--- src/rtl/rs485_dir_pkg.sv ---
package rs485_dir_pkg;

  typedef enum logic [1:0] {
    ST_IDLE   = 2'd0,
    ST_PRE    = 2'd1,
    ST_ACTIVE = 2'd2,
    ST_POST   = 2'd3
  } dirState_t;

  // strobes from control to datapath
  typedef struct packed {
    logic cntClr;
    logic cntInc;
    logic drive;
    logic txGo;
  } dirStrobe_t;

  localparam int CFG_PRE_BIT  = 2;
  localparam int CFG_POST_BIT = 3;
  localparam int CFG_AUTO_BIT = 4;
  localparam int CFG_POL_BIT  = 5;

endpackage

--- src/rtl/rs485_dir_dp.sv ---
module rs485_dir_dp
  import rs485_dir_pkg::*;
#(
  parameter int DELAY_TICKS = 40
) (
  input  logic       clk,
  input  logic       rstN,
  input  dirStrobe_t strobe,
  input  logic       autoEn,
  input  logic       driveLevel,
  input  logic       mcrRts,
  output logic       delayDone,
  output logic       rts,
  output logic       txGo
);
  localparam int CNT_W = (DELAY_TICKS > 1) ? $clog2(DELAY_TICKS) : 1;
  localparam logic [CNT_W-1:0] CNT_LAST = CNT_W'(DELAY_TICKS - 1);

  logic [CNT_W-1:0] tickCnt;

  always_ff @(posedge clk) begin
    if (!rstN) begin
      tickCnt <= '0;
    end else if (strobe.cntClr) begin
      tickCnt <= '0;
    end else if (strobe.cntInc) begin
      tickCnt <= tickCnt + CNT_W'(1);
    end
  end

  assign delayDone = (tickCnt == CNT_LAST);

  always_comb begin
    if (autoEn) begin
      rts  = strobe.drive ? driveLevel : ~driveLevel;
      txGo = strobe.txGo;
    end else begin
      rts  = mcrRts;
      txGo = 1'b1;
    end
  end

endmodule

--- src/rtl/rs485_dir_fsm.sv ---
module rs485_dir_fsm
  import rs485_dir_pkg::*;
(
  input  logic       clk,
  input  logic       rstN,
  input  logic       autoEn,
  input  logic       preEn,
  input  logic       postEn,
  input  logic       txFifoNotEmpty,
  input  logic       shifterBusy,
  input  logic       bitTick,
  input  logic       delayDone,
  output dirStrobe_t strobe
);
  dirState_t curState, nxtState;
  logic txActive, expire;

  assign txActive = txFifoNotEmpty | shifterBusy;
  assign expire   = bitTick & delayDone;

  always_ff @(posedge clk) begin
    if (!rstN) curState <= ST_IDLE;
    else       curState <= nxtState;
  end

  always_comb begin
    nxtState      = curState;
    strobe.cntClr = 1'b0;
    strobe.cntInc = 1'b0;
    unique case (curState)
      ST_IDLE: begin
        if (txActive) begin
          strobe.cntClr = 1'b1;
          nxtState = preEn ? ST_PRE : ST_ACTIVE;
        end
      end
      ST_PRE: begin
        strobe.cntInc = bitTick;
        if (expire) nxtState = ST_ACTIVE;
      end
      ST_ACTIVE: begin
        if (!txActive) begin
          strobe.cntClr = 1'b1;
          nxtState = postEn ? ST_POST : ST_IDLE;
        end
      end
      ST_POST: begin
        if (txActive) begin
          nxtState = ST_ACTIVE;
        end else begin
          strobe.cntInc = bitTick;
          if (expire) nxtState = ST_IDLE;
        end
      end
      default: nxtState = ST_IDLE;
    endcase
    if (!autoEn) nxtState = ST_IDLE;
  end

  assign strobe.drive = (curState != ST_IDLE);
  assign strobe.txGo  = (curState == ST_ACTIVE) || (curState == ST_POST);

endmodule

--- src/rtl/rs485_dir_ctrl.sv ---
module rs485_dir_ctrl
  import rs485_dir_pkg::*;
#(
  parameter int IS_FIRST_PORT = 1,
  parameter int BITS_PER_CHAR = 10,
  parameter int GUARD_CHARS   = 4
) (
  input  logic       clk,
  input  logic       rstN,
  input  logic [7:0] cfgByte,
  input  logic       mcrRts,
  input  logic       txFifoNotEmpty,
  input  logic       shifterBusy,
  input  logic       bitTick,
  output logic       rts,
  output logic       txGo
);
  localparam int DELAY_TICKS = BITS_PER_CHAR * GUARD_CHARS;

  dirStrobe_t strobe;
  logic delayDone, preEn, postEn, autoEn;

  assign autoEn = cfgByte[CFG_AUTO_BIT];

  generate
    if (IS_FIRST_PORT != 0) begin : g_guard
      assign preEn  = cfgByte[CFG_PRE_BIT];
      assign postEn = cfgByte[CFG_POST_BIT];
    end else begin : g_noGuard
      assign preEn  = 1'b0;
      assign postEn = 1'b0;
    end
  endgenerate

  rs485_dir_fsm u_fsm (
    .clk            (clk),
    .rstN           (rstN),
    .autoEn         (autoEn),
    .preEn          (preEn),
    .postEn         (postEn),
    .txFifoNotEmpty (txFifoNotEmpty),
    .shifterBusy    (shifterBusy),
    .bitTick        (bitTick),
    .delayDone      (delayDone),
    .strobe         (strobe)
  );

  rs485_dir_dp #(.DELAY_TICKS(DELAY_TICKS)) u_dp (
    .clk        (clk),
    .rstN       (rstN),
    .strobe     (strobe),
    .autoEn     (autoEn),
    .driveLevel (cfgByte[CFG_POL_BIT]),
    .mcrRts     (mcrRts),
    .delayDone  (delayDone),
    .rts        (rts),
    .txGo       (txGo)
  );

endmodule

--- config.mk ---
export PLATFORM = sky130hd
export DESIGN_NAME = rs485_dir_ctrl
export DESIGN_NICKNAME = d
export VERILOG_FILES = /design/src/rtl/rs485_dir_pkg.sv /design/src/rtl/rs485_dir_dp.sv /design/src/rtl/rs485_dir_fsm.sv /design/src/rtl/rs485_dir_ctrl.sv
export SDC_FILE = /design/constraint.sdc
export NUM_CORES = 1
export LEC_CHECK = 0
export BUFFER_PORTS_ARGS = -buffer_cell sky130_fd_sc_hd__buf_2
export CORE_AREA = 3 3 40 42
export DETAILED_ROUTE_END_ITERATION = 10
export DIE_AREA = 0 0 43 45
export GPL_TIMING_DRIVEN = 0
export HOLD_SLACK_MARGIN = 0.05
export PLACE_DENSITY_LB_ADDON = 0.15
export SYNTH_ARGS = -nofsm -noshare
export SYNTH_HDL_FRONTEND = slang
export SYNTH_HIERARCHICAL = 1
export SYNTH_SLANG_ARGS = --single-unit
--- constraint.sdc ---
create_clock -name clk -period 2.75 [get_ports clk]
set_input_delay 0.275 -clock clk [delete_from_list [all_inputs] [get_ports clk]]
set_output_delay 0.275 -clock clk [all_outputs]
set_load 0.03 [all_outputs]
==> run metrics <==
Synth Warn # 6; post_cts resized 0; Die Ht 45 um; slew margin rel. 0.826; clock root cell clkbuf_4; ys async rst share 0; Synth Area per Inst 8.57 um^2; unrepaired setup endpoints after global routing false; final core utilization 0.428; first-pass GRT wire length 1.50 mm; drt wl/cell 10.5 um; non-filler cells, final 82; total core area roughly 1300 um^2; Yosys top cell by area dfxtp_1; EDFF count, synth 0; Synth Cell Area 454 um^2; area share of the largest cell type after synthesis 0.353; GRT Total Usage 0.105; clock buffer depth 2; Seq cells post-synth 8; GPL Wtd Cong a little over 0.7; largest net degree at the start of global routing 9; die area a little under 2000 um^2; vias around 400; most frequent cells in the layout buf_2 (11), dfxtp_1 (8), nor2_1 (7); drt via density 4.85; Fmax ~560 MHz; CP Launch Type flop; Initial Util 0.353; RR Startpoint u_fsm/curState[1]; Final ANT Viol Nets 0; Reg2Reg Capture Point u_dp/tickCnt[5]; synthesized net count approximately 70; vias in the first global route 372; Max VDD drop 0.304 mV; CTS sink count 8; PwrDens 449 nW/um^2; # nets final 84; port bufs 11; Final Setup Violations 0; hold slack 311 ps; Worst-path clk slew 50 ps; Num CTS Buffers 3; initial antenna violation count 0; top post-synthesis cells by area dfxtp_1 (35%), nand2b_1 (6.9%), nor2_1 (5.8%); Cell Count Post-Placement 79; Setup TNS 0 ps; P_leak 0.226 nW; IO Count 16; Final HPWL DP 680 um; total gr overflow 0; worst-margin pin slew between 200 and 300 ps; crit path max fanout 8; Tmin final 1780 ps; depth of the most critical reg-to-reg path 6; Slew Limit Fails 0; Residual DRC 0; hold depth 3; post-synthesis cell count 53; die span in x 43 um; reg-to-reg slack, setup approximately 1100 ps; hold endpoint u_fsm/curState[1]; total length of routed wires roughly 860 um; unique cell type count in the Yosys netlist 25; fraction of layout cells with a size suffix above 1 0.284; register area share after synthesis 0.353; commonest non-fill, non-tap cell in the layout buf_2; min-delay src rstN; DR pass1 iterations 3; Crit path required time 2480 ps; HP Class input pin to flop; outcome finished, final reports clean; CTS tree built; hold_buf cts 0; maxcap violations 0; Core Rows 13; Worst-Skew Late Latency roughly 250 ps; CP Data Arrival Time 1500 ps; CP Class flop to output pin; post-CTS setup buffers 0; final hold viol count 0; ant diodes 0; H-tree Lvls 1; area grow syn2layout 21.2%; Critical Path End Type output pin; Fin Clk Skew 2.30 ps; Top FF cell, synth dfxtp_1; DR iter-0 viols 6; Final period util 0.646
routing by layer:
| layer | part of all wire | vias up | track usage |
|---|---|---|---|
| met5 | 0 | - | 0 |
| met4 | 0 | 0 | 0.0181 |
| met3 | 0.083 | 0 | 0.0598 |
| met2 | 0.40 | 11 | 0.153 |
| met1 | 0.52 | 176 | 0.139 |
| li1 | - | 211 | - |
cells in the mapped netlist (2+ instances only):
library cell  number
a21oi_1            2
dfxtp_1            8
nor2_1             7
nand2b_1           5
xor2_1             3
xnor2_1            3
nand2_1            6
mux2i_1            2
through the flow:
step,power (mW),worst slack (ps),instance area (um^2)
6_report,0.247,974,551
5_1_grt,0.263,925,551
4_1_cts,0.252,959,551
3_5_place_dp,0.164,1050,528
3_3_place_gp,0.163,1060,528
2_1_floorplan,0.150,1260,454
flip-flops by register name, summed over array words and instances, names as in the netlist:
name,count
u_fsm/curState,2
u_dp/tickCnt,6
power breakdown:
| group | switching [mW] | internal, mW | leakage, nW | total [mW] |
|---|---|---|---|---|
| clock network | 0.0364 | 0.0497 | 0.0138 | 0.0861 |
| registers | 0.00156 | 0.118 | 0.0647 | 0.119 |
| logic | 0.0219 | 0.0199 | 0.148 | 0.0418 |
critical path, cell delays in order (launching register included):
cell and delay (ps):
dfxtp_1 300, buf_6 130, or2_2 280, xnor2_1 120
mux2_2 260, buf_2 180
layout make-up:
| type | count | area [um^2] |
|---|---|---|
| multi-input cells | 43 | 279 |
| fillers | 143 | 734 |
| well taps | 15 | 18.8 |
| clock buffers | 3 | 22.5 |
| plain buffers | 2 | 15.0 |
| repair buffers | 11 | 55.1 |
| flip-flops and latches | 8 | 160 |
how the worst max path moves through the flow:
stage	slack [ps]	cells past startpoint	start	end
final	970	5	u_fsm/curState[1]	rts
after global routing	920	5	u_fsm/curState[1]	rts
after CTS	960	5	u_fsm/curState[1]	rts
after detailed placement	1050	6	shifterBusy	u_dp/tickCnt[5]
after global placement	1060	6	shifterBusy	u_dp/tickCnt[5]
after floorplan	1260	6	u_fsm/curState[1]	u_dp/tickCnt[5]
cells by family (layout without fill, tap and decap cells):
family | count (synthesis) | count (layout) | synth area share
adder cells (fa/ha/maj) | 1 | 1 | 0.0275
multiplexers | 3 | 3 | 0.0689
flip-flops | 8 | 8 | 0.353
buffers and inverters | 2 | 16 | 0.0330
XOR/XNOR | 6 | 6 | 0.116
AO/OA/AOI/OAI | 6 | 6 | 0.0854
AND/OR/NAND/NOR | 27 | 27 | 0.317
Power figures use the tool's default switching activity.
